**config.mk**
```make
export PLATFORM = sky130hd
export DESIGN_NAME = embop_status
export DESIGN_NICKNAME = d
export VERILOG_FILES = /design/src/rtl/embop_pkg.sv /design/src/rtl/embop_win_timer.sv /design/src/rtl/embop_pulse_limit.sv /design/src/rtl/embop_stat_byte.sv /design/src/rtl/embop_status.sv
export SDC_FILE = /design/constraint.sdc
export NUM_CORES = 1
export LEC_CHECK = 0
export ABC_AREA = 1
export BUFFER_PORTS_ARGS = -buffer_cell sky130_fd_sc_hd__buf_2
export CAP_MARGIN = 25
export CORE_UTILIZATION = 45
export DETAILED_ROUTE_END_ITERATION = 8
export PLACE_DENSITY_LB_ADDON = 0.05
export SLEW_MARGIN = 20
export SYNTH_ARGS = -nofsm -noshare
export SYNTH_HDL_FRONTEND = slang
export SYNTH_SLANG_ARGS = --single-unit
```
**constraint.sdc**
```tcl
create_clock -name clk -period 4.1 [get_ports clk]
set_clock_uncertainty 0.15 [all_clocks]
set_input_delay 0.82 -clock clk [delete_from_list [all_inputs] [get_ports clk]]
set_output_delay 0.82 -clock clk [all_outputs]
set_load 0.02 [all_outputs]
```
**src/rtl/embop_pkg.sv**
```systemverilog
package embop_pkg;
  typedef enum logic [2:0] {
    ST_IDLE = 3'd0,
    ST_PROG = 3'd1,
    ST_EWIN = 3'd2,
    ST_ERUN = 3'd3,
    ST_FAIL = 3'd4
  } embop_state_t;

  // status byte bit positions (software decodes these)
  localparam int unsigned POLL_BIT = 7;
  localparam int unsigned TOG_BIT  = 6;
  localparam int unsigned TMO_BIT  = 5;
  localparam int unsigned WIN_BIT  = 3;
endpackage

```
**src/rtl/embop_win_timer.sv**
```systemverilog
module embop_win_timer #(
  parameter int unsigned WIN_LEN = 16
) (
  input  logic clk,
  input  logic rst,
  input  logic load,
  input  logic run,
  output logic expired
);
  localparam int unsigned CW = (WIN_LEN > 2) ? $clog2(WIN_LEN) : 1;
  localparam logic [CW-1:0] LOAD_VAL = CW'(WIN_LEN - 1);

  logic [CW-1:0] cnt_q;

  always_ff @(posedge clk) begin
    if (rst) begin
      cnt_q <= '0;
    end else if (load) begin
      cnt_q <= LOAD_VAL;
    end else if (run && cnt_q != '0) begin
      cnt_q <= cnt_q - 1'b1;
    end
  end

  assign expired = run && !load && (cnt_q == '0);
endmodule

```
**src/rtl/embop_pulse_limit.sv**
```systemverilog
module embop_pulse_limit #(
  parameter int unsigned PULSE_MAX = 20
) (
  input  logic clk,
  input  logic rst,
  input  logic clr,
  input  logic inc,
  output logic over
);
  localparam int unsigned CW = $clog2(PULSE_MAX + 1);
  localparam logic [CW-1:0] LIMIT = CW'(PULSE_MAX);

  logic [CW-1:0] cnt_q;

  always_ff @(posedge clk) begin
    if (rst || clr) begin
      cnt_q <= '0;
    end else if (inc && cnt_q != LIMIT) begin
      cnt_q <= cnt_q + 1'b1;
    end
  end

  assign over = inc && (cnt_q == LIMIT);
endmodule

```
**src/rtl/embop_stat_byte.sv**
```systemverilog
module embop_stat_byte
  import embop_pkg::*;
#(
  parameter int unsigned DW = 8
) (
  input  embop_state_t   st,
  input  logic           tgt_msb,
  input  logic           erase_op,
  input  logic           tog,
  output logic [DW-1:0]  status
);
  always_comb begin
    status           = '0;
    status[POLL_BIT] = erase_op ? 1'b0 : ~tgt_msb;
    status[TOG_BIT]  = tog;
    status[TMO_BIT]  = (st == ST_FAIL);
    status[WIN_BIT]  = (st == ST_ERUN) || (st == ST_FAIL && erase_op);
  end
endmodule

```
**src/rtl/embop_status.sv**
```systemverilog
module embop_status
  import embop_pkg::*;
#(
  parameter int unsigned DW        = 8,
  parameter int unsigned WIN_LEN   = 16,
  parameter int unsigned PULSE_MAX = 20
) (
  input  logic          clk,
  input  logic          rst,
  input  logic          op_start_prog,
  input  logic          op_start_erase,
  input  logic          op_add_sector,
  input  logic          op_pulse,
  input  logic          op_done,
  input  logic          op_reset_cmd,
  input  logic          rd_stb,
  input  logic [DW-1:0] prog_data,
  input  logic [DW-1:0] arr_data,
  output logic [DW-1:0] rd_data,
  output logic          busy,
  output logic          sect_ack
);
  embop_state_t st_q, st_d;
  logic tgt_msb_q, erase_q, tog_q;
  logic win_load, win_run, win_exp;
  logic pl_clr, pl_inc, pl_over;
  logic [DW-1:0] stat_byte;

  assign win_load = (st_q == ST_IDLE && op_start_erase && !op_start_prog) ||
                    (st_q == ST_EWIN && op_add_sector);
  assign win_run  = (st_q == ST_EWIN);
  assign pl_clr   = (st_q == ST_IDLE);
  assign pl_inc   = op_pulse && (st_q == ST_PROG || st_q == ST_ERUN);

  embop_win_timer #(.WIN_LEN(WIN_LEN)) u_win (
    .clk(clk), .rst(rst), .load(win_load), .run(win_run), .expired(win_exp)
  );

  embop_pulse_limit #(.PULSE_MAX(PULSE_MAX)) u_plim (
    .clk(clk), .rst(rst), .clr(pl_clr), .inc(pl_inc), .over(pl_over)
  );

  embop_stat_byte #(.DW(DW)) u_sb (
    .st(st_q), .tgt_msb(tgt_msb_q), .erase_op(erase_q), .tog(tog_q), .status(stat_byte)
  );

  always_comb begin
    st_d = st_q;
    unique case (st_q)
      ST_IDLE: begin
        if (op_start_prog)       st_d = ST_PROG;
        else if (op_start_erase) st_d = ST_EWIN;
      end
      ST_PROG, ST_ERUN: begin
        if (pl_over)      st_d = ST_FAIL;
        else if (op_done) st_d = ST_IDLE;
      end
      ST_EWIN: begin
        if (win_exp) st_d = ST_ERUN;
      end
      ST_FAIL: begin
        if (op_reset_cmd) st_d = ST_IDLE;
      end
      default: st_d = ST_IDLE;
    endcase
  end

  always_ff @(posedge clk) begin
    if (rst) begin
      st_q      <= ST_IDLE;
      tgt_msb_q <= 1'b0;
      erase_q   <= 1'b0;
      tog_q     <= 1'b0;
      rd_data   <= '0;
      sect_ack  <= 1'b0;
    end else begin
      st_q     <= st_d;
      sect_ack <= (st_q == ST_EWIN) && op_add_sector;
      if (st_q == ST_IDLE && op_start_prog) begin
        tgt_msb_q <= prog_data[DW-1];
        erase_q   <= 1'b0;
      end else if (st_q == ST_IDLE && op_start_erase) begin
        erase_q   <= 1'b1;
      end
      if (rd_stb) begin
        if (st_q != ST_IDLE) begin
          rd_data <= stat_byte;
          tog_q   <= ~tog_q;
        end else begin
          rd_data <= arr_data;
        end
      end
    end
  end

  assign busy = (st_q != ST_IDLE);
endmodule

```
Word-level counts from Yosys, hierarchy flattened
Index checks and enable logic that the tools add are counted.
{"block": "classes", "n_addsub": 2, "eq_ne": 10, "muxes": 11, "n_bitwise": 2, "reduce_logical": 26}
{"cell": "two-way mux 3 bit", "n": 6}
{"cell": "one-hot mux 3 bit (4 select lines)", "n": 1}
{"cell": "logical AND 1 bit", "n": 11}
{"cell": "two-way mux 4 bit", "n": 2}
{"cell": "two-way mux 8 bit", "n": 1}
{"cell": "== test 3 x 2 -> 1 bit, second input constant", "n": 2}
{"cell": "!= test 3 bit, second input constant", "n": 2}
{"cell": "adder 5 x 1 -> 5 bit, second input constant", "n": 1}
{"cell": "== test 5 bit, second input constant", "n": 1}
{"cell": "!= test 5 bit, second input constant", "n": 1}
{"cell": "zero test 4 bit", "n": 1}
{"cell": "logical OR 1 bit", "n": 4}
{"cell": "!= test 2 bit, second input constant", "n": 2}
{"cell": "AND reduction 4 bit", "n": 1}
{"cell": "nonzero test 4 bit", "n": 1}
{"cell": "OR reduction 2 bit", "n": 2}
{"cell": "subtractor 4 x 1 -> 4 bit, second input constant", "n": 1}
{"cell": "== test 3 x 1 -> 1 bit, second input constant", "n": 1}
{"cell": "== test 3 bit, second input constant", "n": 1}
{"cell": "zero test 3 bit", "n": 1}
{"cell": "nonzero test 3 bit", "n": 1}
{"cell": "zero test 1 bit", "n": 2}
{"cell": "NOT 1 bit", "n": 2}
{"cell": "AND reduction 2 bit", "n": 1}
{"cell": "other kinds (2)", "n": 2}
{"block": "word_totals", "register_bits": 24, "out_inout_bits": 10}

Longest topological paths before layout
{"block": "logic_depth", "ltp_word": 9, "depth_mapped": 11, "ltp_nobuf": 11}

Cells and area by module
Synthesis repeated with hierarchy kept, for this count alone.
{"block": "hier_totals", "hier_cells": 204, "hier_area_um2": 1381.3}
{"mod": "embop_status", "n_inst": 1, "cells_each": 108, "area_each_um2": 749.5, "seq_area_each_um2": 300.3}
{"mod": "embop_pulse_limit", "n_inst": 1, "cells_each": 45, "area_each_um2": 295.3, "seq_area_each_um2": 100.1}
{"mod": "embop_win_timer", "n_inst": 1, "cells_each": 38, "area_each_um2": 265.3, "seq_area_each_um2": 80.1}
{"mod": "embop_stat_byte", "n_inst": 1, "cells_each": 13, "area_each_um2": 71.3, "seq_area_each_um2": 0.0}

Least setup slack after synthesis
OpenSTA, ideal clock, no wires.
{"block": "synth_path", "path_kind": "reg-to-output", "startpoint": "register st_q[1]", "endpoint": "output busy", "arrival_time_ns": 0.690, "required_time_ns": 3.130, "path_slack_ns": 2.440, "path_stages_with_launch": 3, "path_buffers": 0, "path_cell_list": "dfxtp_1 > nor2_2 > nand2_2"}
{"block": "synth_via", "elab_chain_cells": 1}
{"item": "start, declared", "line_no": "embop_status.sv:23", "text": "embop_state_t st_q, st_d;"}
{"item": "start signal, assigned", "line_no": "embop_status.sv:77", "text": "st_q <= st_d;"}
{"item": "nonzero test 3 bit", "line_no": "embop_status.sv:96", "text": "assign busy = (st_q != ST_IDLE);"}
{"item": "end, declared", "line_no": "embop_status.sv:20", "text": "output logic busy,"}
Every way passes these cells.

Worst setup path after layout
Ends and elaborated chain as after synthesis.

==> results by group <==
Status
  • Outcome: complete, no violations

Synth
  • Synth Area in Simple Gates: 30.1%
  • Combinational family with the most area after synthesis: simple AND/OR/NAND/NOR gates
  • Average cell area after synthesis: 6.97 um2
  • #FFs+latches synth: 24
  • Area share of fa/ha/maj cells after synthesis: 3.23%
  • Complex-gate fraction of the synthesized area: 14.2%
  • Number of warnings printed during yosys synthesis: 0
  • Post-synthesis cell type count: 25
  • Cells after Synth: 167
  • Share of cell area taken by muxes after synthesis: 0%
  • Cell area after synthesis: 1160 um2
  • Seq/Total Area, Yosys: 41.3%
  • Share of the synthesized netlist area taken by xor and xnor gates: 1.51%
  • Nets in the synthesized netlist: 195

Worst setup path
  • Number of cell instances on the worst register-to-register path: 10
  • Startpoint of the worst-slack reg-to-reg timing path: u_win.cnt_q[0]
  • CP Data Required Time: 3.13 ns
  • Nature of the critical path endpoint: primary output
  • Worst EP arrival: 1.30 ns
  • Classification of the worst setup path: flip-flop to primary output
  • Type of origin of the critical path: flip-flop
  • Register-to-register setup slack: 2.52 ns
  • Largest fanout on the critical path: 8
  • End of the worst register-to-register path: u_win.cnt_q[3]

Timing
  • Summed negative setup slack over all endpoints: 0 ns
  • RSZ-0062 raised after global routing: false
  • Final Hold Violating Endpoints: 0
  • Top achievable clock speed: 441 MHz
  • Clock period minus final worst setup slack: 2.27 ns
  • Worst slew margin: 81.3%
  • Final number of max-transition violations: 0
  • Share of the clock period used by the worst path after layout: 55.3%
  • Worst-margin pin slew: 0.281 ns
  • Final setup violating endpoints: 0

Layout
  • Antenna cells: 0
  • Design area: 1390 um2
  • Number of nets in the layout: 226
  • Proportion of layout cells with a drive suffix above 1: 20.3%
  • Synthesis-to-layout area growth: 19.0%

Floorplanning
  • Horizontal die dimension: 52.9 um
  • Overall die area: 2790 um2
  • Core area: 2450 um2
  • Number of placed I/O pins: 35
  • Initial Util: 47.4%
  • Number of core rows: 18
  • Die Span Y: 52.9 um

Global routing
  • Total grt overflow: 0
  • Largest net degree at the start of global routing: 15
  • Initial antenna violation count: 0
  • Global-route wire length before repair: 3730 um
  • Tot GR Track Use: 18.1%
  • Via count of the first global-routing pass: 922

Drt
  • DR pass1 iterations: 5
  • Post-DR vias/cell: 4.98
  • Routed WL: 2320 um
  • Antenna Violating Nets Remaining: 0
  • Per-cell routed wire length: 10.2 um
  • DRT iter0 DRCs: 18
  • Vias post-DR: 1,131
  • Drc violations: 0

Clocking
  • Clock Sinks: 24
  • CTS resizes: 0
  • Clock latency on the worst-skew pair: 0.32 ns
  • Library cell used as clock root buffer: clkbuf_4
  • Hold-fix buffer count after cts: 0
  • TritonCTS clock tree: done
  • Number of buffers created by CTS: 3
  • Clock transition at the register clock pins on the worst setup and hold paths after CTS: 0.14 ns
  • # H-tree levels: 1
  • Post CTS Setup Buffer Count: 0
  • Maximum buffer depth of the clock tree: 2

Placed design
  • Final HPWL DP: 1760 um
  • Routability congestion estimate: 0.762
  • Placed Instance Area: 1330 um2
  • Port Buffers: 27

Min path
  • Type of the most critical hold path: flip-flop to flip-flop
  • Hold Path Stages: 2
  • Hold wc startpoint: rd_data[2]
  • Worst-case hold path end point: rd_data[2]

Pwr
  • IR drop worst, VDD: 297 uV
  • LEAKAGE: 0.655 nW
  • Power Density: 601 nW/um2
  • Total design power: 0.000832 W

Run
  • Max-Cap Viols: 0
## worst max path at each step
stage | start | endpoint | slack, ns | cells after the start
detailed placement | rst | u_plim.cnt_q[1] | 2.18 | 4
finish | st_q[1] | busy | 1.83 | 3
floorplan | st_q[1] | busy | 2.44 | 2
CTS | st_q[1] | busy | 1.84 | 3
global placement | rst | u_plim.cnt_q[1] | 2.18 | 4
global route | st_q[0] | busy | 1.72 | 3
## state kept, by name, summed over array words and instances (netlist names)
signal	count
u_plim.cnt_q	5
rd_data	8
tgt_msb_q	1
tog_q	1
st_q	3
erase_q	1
u_win.cnt_q	4
sect_ack	1
## layer usage
layer | GRT usage, % | share of wire (%)
met2 | 30.0 | 45
met5 | 0 | 0
met3 | 2.59 | 3.4
met1 | 23.5 | 50
met4 | 6.58 | 0.99
## logic make-up after synthesis
logic type | count (synthesis)
fa+ha+maj | 3
simple gates | 79
buf+inv | 30
compound gates | 29
flops | 24
xor+xnor | 2
## final cells by class
cell class / count / area, um2
Clock buffer: 3 / 22.5
Clock inverter: 1 / 30.0
Fill cell: 251 / 1070
Inverter: 29 / 109
Multi-Input combinational cell: 113 / 571
Sequential cell: 24 / 480
Tap cell: 30 / 37.5
Timing Repair Buffer: 27 / 135
## cells in the mapped netlist (all sizes together)
master | instances | share of area (%)
nand2 | 43 | 14
inv | 29 | 9.4
dfxtp | 24 | 41
nor2 | 18 | 7.1
a21oi | 17 | 7.6
nand3 | 11 | 4.7
o21ai | 6 | 2.6
ha | 3 | 3.2
nand4 | 3 | 1.6
nor3 | 3 | 1.3
a211oi | 2 | 1.3
a31oi | 1 | 0.54
clkbuf | 1 | 0.32
nor3b | 1 | 1.1
o2111ai | 1 | 0.75
o211ai | 1 | 0.65
o2bb2ai | 1 | 0.75
xnor2 | 1 | 0.75
xor2 | 1 | 0.75
## critical path, stage by stage (launching register included)
cell and delay (ns):
dfxtp_1 0.38, nor2_2 0.22, nand2_2 0.17, buf_2 0.20
## metrics by stage
step	worst slack, ns	util [%]	cells	hold WS (ns)
after detailed placement	2.18	54.3	223	0.306
after CTS	1.84	56.4	227	0.326
after global placement	2.18	54.3	223	0.299
final	1.83	56.4	227	0.324
after floorplan	2.44	-	167	0.300
after global routing	1.72	56.4	227	0.342
## power breakdown
| part | total [W] | internal [W] | switching (W) |
|---|---|---|---|
| clock network | 0.000174 | 0.0000989 | 0.0000749 |
| registers | 0.000317 | 0.000282 | 0.0000345 |
| logic | 0.000342 | 0.000120 | 0.000222 |
| total | 0.000832 | 0.000501 | 0.000331 |
## cell usage in the layout, fill, tap and decap left out, types with 2 or more instances in the layout
cell type,Yosys,routed
a211oi_1,2,2
a21oi_1,16,16
buf_2,0,27
clkbuf_4,0,3
dfxtp_1,24,24
ha_1,3,3
inv_1,28,28
nand2_1,41,41
nand2_2,2,2
nand3_1,11,11
nand4_1,3,3
nor2_1,14,14
nor2_2,3,3
nor3_1,3,3
o21ai_0,4,4
o21ai_1,2,2
(Power assumes the default switching activity.)
